<file path="src/rtl/ds_link_pkg.sv">
package ds_link_pkg;

    localparam int unsigned DS_WMAX = 8;
    localparam int unsigned DS_PH_W = $clog2(DS_WMAX);
    localparam int unsigned DS_CNT_W = $clog2(DS_WMAX + 1);

    typedef enum logic [1:0] {
        SPD_LOW  = 2'd0,
        SPD_MID  = 2'd1,
        SPD_HIGH = 2'd2,
        SPD_RSVD = 2'd3
    } ds_speed_e;

    typedef logic [DS_WMAX-1:0]  ds_word_t;
    typedef logic [DS_CNT_W-1:0] ds_cnt_t;

    typedef struct packed {
        logic data;
        logic strobe;
    } ds_pair_t;

    // bits moved per system tick for a speed code
    function automatic ds_cnt_t ds_lanes(ds_speed_e s);
        case (s)
            SPD_HIGH: return ds_cnt_t'(DS_WMAX);
            SPD_MID:  return ds_cnt_t'(DS_WMAX / 2);
            default:  return ds_cnt_t'(DS_WMAX / 4);
        endcase
    endfunction

    // phase bits that must all be set for a bit slot
    function automatic logic [DS_PH_W-1:0] ds_slot_mask(ds_speed_e s);
        int unsigned n;
        n = int'(ds_lanes(s));
        return DS_PH_W'(DS_WMAX / n - 1);
    endfunction

    // keep only the low lanes of a word
    function automatic ds_word_t ds_keep(ds_word_t w, ds_speed_e s);
        int unsigned n;
        n = int'(ds_lanes(s));
        return w & ~(ds_word_t'('1) << n);
    endfunction

    // move the live lanes to the top so the MSB leaves first
    function automatic ds_word_t ds_align(ds_word_t w, ds_speed_e s);
        int unsigned n;
        n = int'(ds_lanes(s));
        return ds_keep(w, s) << (DS_WMAX - n);
    endfunction

endpackage

</file>
<file path="src/rtl/ds_timebase.sv">
module ds_timebase
    import ds_link_pkg::*;
(
    input  logic      clk,
    input  logic      rst,
    input  ds_speed_e spd,
    output logic      sys_tick,
    output logic      bit_tick
);

    logic [DS_PH_W-1:0] phase;

    always_ff @(posedge clk) begin
        if (rst) begin
            phase <= '0;
        end else begin
            phase <= phase + 1'b1;
        end
    end

    assign sys_tick = (phase == DS_PH_W'(DS_WMAX - 1));
    assign bit_tick = ((phase & ds_slot_mask(spd)) == ds_slot_mask(spd));

endmodule

</file>
<file path="src/rtl/ds_tx_path.sv">
module ds_tx_path
    import ds_link_pkg::*;
(
    input  logic      clk,
    input  logic      rst,
    input  logic      sys_tick,
    input  logic      bit_tick,
    input  logic      tx_req,
    input  logic      rx_busy,
    input  ds_speed_e spd_in,
    input  ds_word_t  word_in,
    output ds_speed_e spd_q,
    output ds_pair_t  line,
    output logic      drive,
    output logic      active
);

    ds_word_t shreg;
    logic     start;
    logic     next_bit;

    assign start    = sys_tick && tx_req && !active && !rx_busy;
    assign next_bit = shreg[DS_WMAX-1];

    always_ff @(posedge clk) begin
        if (rst) begin
            shreg  <= '0;
            line   <= '0;
            drive  <= 1'b0;
            active <= 1'b0;
            spd_q  <= SPD_LOW;
        end else begin
            if (bit_tick && active) begin
                line.data   <= next_bit;
                line.strobe <= line.strobe ^ (next_bit == line.data);
                shreg       <= shreg << 1;
            end
            if (sys_tick) begin
                if (start) begin
                    spd_q  <= spd_in;
                    active <= 1'b1;
                    drive  <= 1'b1;
                    shreg  <= ds_align(word_in, spd_in);
                end else if (active && tx_req) begin
                    shreg <= ds_align(word_in, spd_q);
                end else if (active) begin
                    active <= 1'b0;
                end else if (drive) begin
                    drive <= 1'b0;
                    line  <= '0;
                end
            end
        end
    end

endmodule

</file>
<file path="src/rtl/ds_rx_path.sv">
module ds_rx_path
    import ds_link_pkg::*;
(
    input  logic      clk,
    input  logic      rst,
    input  logic      rx_req,
    input  logic      tx_busy,
    input  ds_speed_e spd_in,
    input  ds_pair_t  line_in,
    output logic      push,
    output ds_word_t  push_word,
    output logic      active
);

    ds_pair_t  smp;
    logic      x_prev;
    ds_speed_e spd_q;
    ds_cnt_t   cnt;
    ds_word_t  acc;
    logic      evt;
    logic      last;

    assign evt       = active && ((smp.data ^ smp.strobe) != x_prev);
    assign last      = (cnt == ds_lanes(spd_q) - ds_cnt_t'(1));
    assign push      = evt && last;
    assign push_word = ds_keep({acc[DS_WMAX-2:0], smp.data}, spd_q);

    always_ff @(posedge clk) begin
        if (rst) begin
            smp    <= '0;
            x_prev <= 1'b0;
            spd_q  <= SPD_LOW;
            cnt    <= '0;
            acc    <= '0;
            active <= 1'b0;
        end else begin
            smp    <= line_in;
            x_prev <= smp.data ^ smp.strobe;
            if (!active) begin
                if (rx_req && !tx_busy) begin
                    active <= 1'b1;
                    spd_q  <= spd_in;
                    cnt    <= '0;
                    acc    <= '0;
                end
            end else if (!rx_req) begin
                active <= 1'b0;
            end else if (evt) begin
                acc <= {acc[DS_WMAX-2:0], smp.data};
                cnt <= last ? '0 : cnt + ds_cnt_t'(1);
            end
        end
    end

endmodule

</file>
<file path="src/rtl/ds_word_buf.sv">
module ds_word_buf
    import ds_link_pkg::*;
#(
    parameter int unsigned DEPTH = 2
) (
    input  logic     clk,
    input  logic     rst,
    input  logic     wr,
    input  ds_word_t wdata,
    input  logic     rd_tick,
    output ds_word_t out_word,
    output logic     out_valid,
    output logic     full
);

    localparam int unsigned AW = (DEPTH > 1) ? $clog2(DEPTH) : 1;
    localparam int unsigned CW = AW + 1;
    localparam logic [AW-1:0] LAST_IDX = AW'(DEPTH - 1);

    ds_word_t        mem [DEPTH];
    logic [AW-1:0]   wp;
    logic [AW-1:0]   rp;
    logic [CW-1:0]   count;
    logic            empty;
    logic            pop;
    logic            push_ok;

    assign empty   = (count == '0);
    assign full    = (count == CW'(DEPTH));
    assign pop     = rd_tick && !empty;
    assign push_ok = wr && (!full || pop);

    always_ff @(posedge clk) begin
        if (rst) begin
            for (int i = 0; i < int'(DEPTH); i++) begin
                mem[i] <= '0;
            end
            wp        <= '0;
            rp        <= '0;
            count     <= '0;
            out_word  <= '0;
            out_valid <= 1'b0;
        end else begin
            if (push_ok) begin
                mem[wp] <= wdata;
                wp      <= (wp == LAST_IDX) ? '0 : wp + 1'b1;
            end
            if (pop) begin
                rp <= (rp == LAST_IDX) ? '0 : rp + 1'b1;
            end
            case ({push_ok, pop})
                2'b10:   count <= count + 1'b1;
                2'b01:   count <= count - 1'b1;
                default: count <= count;
            endcase
            if (rd_tick) begin
                out_valid <= !empty;
                out_word  <= empty ? '0 : mem[rp];
            end
        end
    end

endmodule

</file>
<file path="src/rtl/ds_link.sv">
module ds_link
    import ds_link_pkg::*;
#(
    parameter int unsigned BUF_DEPTH = 2
) (
    input  logic               clk,
    input  logic               rst,
    input  logic [1:0]         spd_i,
    input  logic               tx_en_i,
    input  logic [DS_WMAX-1:0] tx_data_i,
    output logic               tx_drive_o,
    output logic               tpa_o,
    output logic               tpb_o,
    input  logic               rx_en_i,
    input  logic               tpa_i,
    input  logic               tpb_i,
    output logic               rx_valid_o,
    output logic [DS_WMAX-1:0] rx_word_o,
    output logic               sys_tick_o
);

    ds_speed_e spd_sel;
    ds_speed_e tx_spd;
    logic      sys_tick;
    logic      bit_tick;
    logic      tx_active;
    logic      tx_drive;
    ds_pair_t  tx_line;
    ds_pair_t  rx_line;
    logic      rx_active;
    logic      rx_push;
    ds_word_t  rx_push_word;
    logic      buf_full;
    ds_word_t  buf_word;
    logic      buf_valid;

    assign spd_sel = ds_speed_e'(spd_i);
    // receive direction: A carries data, B carries strobe
    assign rx_line = ds_pair_t'({tpa_i, tpb_i});

    ds_timebase u_timebase (
        .clk      (clk),
        .rst      (rst),
        .spd      (tx_spd),
        .sys_tick (sys_tick),
        .bit_tick (bit_tick)
    );

    ds_tx_path u_tx (
        .clk      (clk),
        .rst      (rst),
        .sys_tick (sys_tick),
        .bit_tick (bit_tick),
        .tx_req   (tx_en_i),
        .rx_busy  (rx_active || rx_en_i),
        .spd_in   (spd_sel),
        .word_in  (tx_data_i),
        .spd_q    (tx_spd),
        .line     (tx_line),
        .drive    (tx_drive),
        .active   (tx_active)
    );

    ds_rx_path u_rx (
        .clk       (clk),
        .rst       (rst),
        .rx_req    (rx_en_i),
        .tx_busy   (tx_drive),
        .spd_in    (spd_sel),
        .line_in   (rx_line),
        .push      (rx_push),
        .push_word (rx_push_word),
        .active    (rx_active)
    );

    ds_word_buf #(
        .DEPTH (BUF_DEPTH)
    ) u_buf (
        .clk       (clk),
        .rst       (rst),
        .wr        (rx_push),
        .wdata     (rx_push_word),
        .rd_tick   (sys_tick),
        .out_word  (buf_word),
        .out_valid (buf_valid),
        .full      (buf_full)
    );

    // transmit direction: B carries data, A carries strobe
    assign tpb_o      = tx_line.data;
    assign tpa_o      = tx_line.strobe;
    assign tx_drive_o = tx_drive;
    assign rx_valid_o = buf_valid;
    assign rx_word_o  = buf_word;
    assign sys_tick_o = sys_tick;

endmodule

</file>
<file path="config.mk">
export PLATFORM = sky130hd
export DESIGN_NAME = ds_link
export DESIGN_NICKNAME = d
export VERILOG_FILES = /design/src/rtl/ds_link_pkg.sv /design/src/rtl/ds_timebase.sv /design/src/rtl/ds_tx_path.sv /design/src/rtl/ds_rx_path.sv /design/src/rtl/ds_word_buf.sv /design/src/rtl/ds_link.sv
export SDC_FILE = /design/constraint.sdc
export NUM_CORES = 1
export LEC_CHECK = 0
export ABC_CLOCK_PERIOD_IN_PS = 6500
export BUFFER_PORTS_ARGS = -buffer_cell sky130_fd_sc_hd__clkbuf_2
export CAP_MARGIN = 25
export CORE_ASPECT_RATIO = 0.8
export CORE_MARGIN = 8
export CORE_UTILIZATION = 32
export CTS_CLUSTER_SIZE = 30
export DETAILED_ROUTE_END_ITERATION = 6
export PLACE_DENSITY_LB_ADDON = 0.3
export REMOVE_ABC_BUFFERS = 1
export SETUP_SLACK_MARGIN = 0.05
export SLEW_MARGIN = 10
export SYNTH_ARGS = -nofsm -noshare
export SYNTH_HDL_FRONTEND = slang
export SYNTH_HIERARCHICAL = 1
export SYNTH_SLANG_ARGS = --single-unit
</file>
<file path="constraint.sdc">
create_clock -name clk -period 6.5 [get_ports clk]
set_input_delay 0 -clock clk [delete_from_list [all_inputs] [get_ports clk]]
set_output_delay 0 -clock clk [all_outputs]
set_load 0.1 [all_outputs]
</file>
* Word-level counts from Yosys, hierarchy flattened
Memory sizes are Yosys's and may differ from the RTL's. A register that Yosys moved wholly into a read port is not among the register bits. Index checks and enable logic that the tools add are counted.
Operators by class: $add $sub $neg 10, divide/modulo/power cells 1, equality and inequality tests 18, shift-type cells 5, muxes and demuxes 51, bitwise gates (word level) 10, reductions and logical operators 26
Operators with widths (number):
- << shifter 8 x 32 -> 8 bit | 2
- 2-to-1 mux 4 bit | 12
- 2-to-1 mux 8 bit | 6
- divider 4 x 4 -> 32 bit (first input constant) | 1
- 2-to-1 mux 7 bit | 4
- AND 8 bit | 3
- NOT 8 bit | 3
- one-hot mux 4 bit (2 select lines) | 3
- << shifter 8 x 4 -> 8 bit (first input constant) | 3
- 2-to-1 mux 1 bit | 19
- 2-to-1 mux 2 bit | 6
- equality test 2 bit (second input constant) | 5
- logical AND 1 bit | 10
- subtractor 4 x 4 -> 5 bit (first input constant) | 2
- equality test 2 x 1 -> 1 bit (second input constant) | 4
- OR reduction 8 bit | 1
- != test 2 bit (second input constant) | 3
- AND reduction 2 bit | 3
- AND reduction 3 bit | 2
- zero test 1 bit | 5
- adder 4 x 1 -> 4 bit (second input constant) | 1
- equality test 4 bit | 1
- one-hot mux 2 bit (2 select lines) | 1
- nonzero test 2 bit | 2
- 16 further kinds | 19
Storage, ports and cells: register bits 47, bits in writable memories 16, input port bits 16, memories kept 1
Memories:
- u_buf.mem | depth 2, bits a word 8, read ports 1, clocked after memory_dff 1, wr ports 2, line ds_word_buf.sv:20 | ds_word_t mem [DEPTH];

* Longest topological paths before layout
depth in word-level cells 14, mapped depth 10, depth with buffers taken out 9

* Cells and area by module
The synthesis kept the hierarchy.
By module, submodules not included:
- ds_word_buf | times used 1, cells each 108, area an instance 1246.2 µm²
- ds_tx_path | times used 1, cells each 120, area an instance 1028.5 µm²
- ds_rx_path | times used 1, cells each 87, area an instance 810.8 µm²
- ds_timebase | times used 1, cells each 16, area an instance 167.7 µm²
- ds_link | times used 1, cells each 1, area an instance 6.3 µm²

* Worst setup path before layout
No wires, ideal clock.
path kind flip-flop to flip-flop, start point register u_timebase.phase[0], end point memory u_buf/mem[0][0] (netlist name), enable pin, library setup time 334 ps, arrival 2265 ps, required time 6166 ps, path slack 3901 ps, cell stages (with the launch flop) 6, path buffers 0, period minus slack after synthesis 2599 ps, cells stage by stage dfxtp_1 > ha_1 > ha_1 > or3b_4 > nand3b_2 > nand2b_1
RTL lines:
- start: declaration | line ds_timebase.sv:11 | logic [DS_PH_W-1:0] phase;
- start signal: assignment | line ds_timebase.sv:17 | phase <= phase + 1'b1;
- end: declaration | line ds_word_buf.sv:20

==> summary.txt <==
Power
  – Leakage: 1.47 nW
  – IR drop worst, VDD: 0.120 mV
  – Pwr dens: 250 nW/µm²
  – Total power: 964 µW

Critical path
  – WS Path Type: flip-flop to flip-flop
  – Register-to-register setup slack: 3.62 ns
  – Largest fanout on the critical path: 10
  – Crit start category: flip-flop
  – Worst-case reg-to-reg path depth: 8
  – Arr. time, crit path: 2.87 ns
  – Launching point of the worst reg2reg path: u_rx/spd_q[0]$_SDFFE_PP0P_
  – Crit path launch: u_rx/spd_q[0]$_SDFFE_PP0P_
  – Required time worst endpoint: 6.49 ns
  – CP Capture Type: flip-flop
  – Reg-to-reg critical path endpoint: u_buf/mem[0][5]$_SDFFCE_PN0P_

Timing
  – Final Hold Slack: 0.0135 ns
  – Max Slew Vio Count: 0
  – Final Critical Period: 2.88 ns
  – Slew @ Worst Pin: 0.879 ns
  – F_max: 0.347 GHz
  – Final Hold Fails: 0
  – Slew HR: 0.409
  – Period utilization: 0.443
  – Unrepaired setup endpoints after global routing: no
  – Setup violators final: 0
  – Final Skew: 0.0107 ns
  – Setup_tns: 0 ns

Global routing
  – Largest net degree at the start of global routing: 53
  – Total track usage: 0.108
  – First-pass GRT wire length: 11700 µm
  – Grt ovf: 0
  – Initial antenna violation count: 0
  – Number of global-route vias before repair: 2339

Synth
  – Mean Syn Cell Area: 9.83 µm²
  – Cells after Synth: 331
  – Yosys warning count: 6
  – Mapped cell area: 3250 µm²

Hold path
  – Worst Hold Path EP: u_tx/spd_q[1]$_SDFFE_PP0P_
  – Hold Path Origin: spd_i[1]
  – Hold depth: 3
  – Hold Path Class: input pin to flip-flop

Clock tree
  – Clock latency on the worst-skew pair: 0.33 ns
  – CTS tree: built
  – H-tree Lvls: 3
  – Root Buffer Master: clkbuf_16
  – Clock sink count: 64
  – Total CTS buffers: 9
  – Clk buf depth: 2
  – Clock transition at the registers of the reported paths: 0.06 ns

Flow run
  – Max_cap viols: 0

Routing
  – Vias after detailed routing: 2376
  – Total iterations of the first detailed-routing run: 4
  – Final WL: 6940 µm
  – Routed Antenna Nets: 0
  – WL/cell: 13.7 µm
  – Routed vias/inst: 4.68
  – Drt initial violations: 152
  – DRC: 0

Finish
  – Area Overhead vs Synth: 18.5%
  – Share of layout cells above drive strength 1: 0.174
  – # diodes: 0
  – Filler cell count: 1024
  – Cell Count, Final, Fillers Out: 508
  – Post-route design area: 3850 µm²
  – NumNets Final: 392

Placed design
  – Post-DP HPWL: 5090 µm
  – Placed inst area: 3480 µm²
  – Number of port buffers: 28
  – Placer Congestion: 0.852
  – Placed Cells: 485

Floorplan
  – Die Ht: 106 µm
  – Die W: 129 µm
  – Initial Util: 0.323
  – IO Pins: 29
  – Row count: 33
  – CORE AREA: 10100 µm²
  – Die footprint: 13700 µm²

Run status
  – Status: finished, final reports clean
-- worst max path at each step --
stage / end / slack [ns] / cells after the start
2_1_floorplan: u_buf/mem[0][0]$_SDFFCE_PN0P_ / 3.87 / 5
3_3_place_gp: u_buf/mem[0][4]$_SDFFCE_PN0P_ / 3.73 / 8
3_5_place_dp: u_buf/mem[1][7]$_SDFFCE_PN0P_ / 3.62 / 8
4_1_cts: u_buf/mem[1][3]$_SDFFCE_PN0P_ / 3.61 / 8
5_1_grt: u_buf/mem[1][7]$_SDFFCE_PN0P_ / 3.29 / 8
6_report: u_buf/mem[0][5]$_SDFFCE_PN0P_ / 3.62 / 8
-- registers in the layout (all words and copies together) (netlist names), 2 cells and up, named ones only --
register,cells
u_rx/smp,2
u_rx/cnt,4
u_tx/spd_q,2
u_rx/spd_q,2
u_buf/count,2
u_tx/shreg,8
u_rx/acc,7
u_buf/mem,16
u_buf/out_word,8
u_timebase/phase,3
u_tx/line,2
-- power by group --
group	internal (mW)	total (mW)	switching, mW
registers	0.415	0.420	0.00507
logic	0.0271	0.0617	0.0345
clock network	0.300	0.482	0.182
total	0.742	0.964	0.222
-- area by class of cell --
| class | instances | area, µm² | area share |
|---|---|---|---|
| multi-input combinational | 239 | 1670 | 0.432 |
| sequential | 64 | 1440 | 0.374 |
| clock buffer | 9 | 225 | 0.0584 |
| timing repair buffer | 36 | 218 | 0.0565 |
| tap | 140 | 175 | 0.0455 |
| clock inverter | 7 | 78.8 | 0.0205 |
| inverter | 13 | 48.8 | 0.0127 |
-- critical path, cell delays in order, from the launching register on --
cell and delay, ns:
dfxtp_1 0.30, inv_1 0.06, ha_1 0.24, or2_1 0.22, mux2i_1 0.18, nand3_1 0.10
nor3_1 0.69, nand3b_2 0.35, nand2b_1 0.39
-- layout by cell type (no fill, tap or decap), types with 9 or more instances in the layout --
master,n
mux2i_1,24
clkbuf_2,28
ha_1,13
nand2b_1,14
a21oi_1,11
clkbuf_16,9
nand2_1,20
nor2_1,50
edfxtp_1,16
inv_1,12
dfxtp_1,48
-- through the flow --
step                utilization  setup WS, ns
floorplan                     -          3.87
detailed placement        0.345          3.62
finish                    0.383          3.62
CTS                       0.383          3.61
global placement          0.345          3.73
global route              0.383          3.29
-- repair_timing --
| item | in CTS | in global routing |
|---|---|---|
| gates resized for setup | 0 | 0 |
| hold endpoints to repair | 7 | 0 |
| hold buffers | 7 | 0 |
| buffers inserted | 0 | 0 |
-- metal layers --
| layer | vias up | part of all wire | GRT usage |
|---|---|---|---|
| met2 | 37 | 0.41 | 0.149 |
| met3 | 2 | 0.040 | 0.0380 |
| met1 | 1100 | 0.54 | 0.151 |
| met4 | 0 | 0.0079 | 0.0377 |
| met5 | - | 0 | 0 |
| li1 | 1237 | - | - |
(Power assumes the default switching activity.)
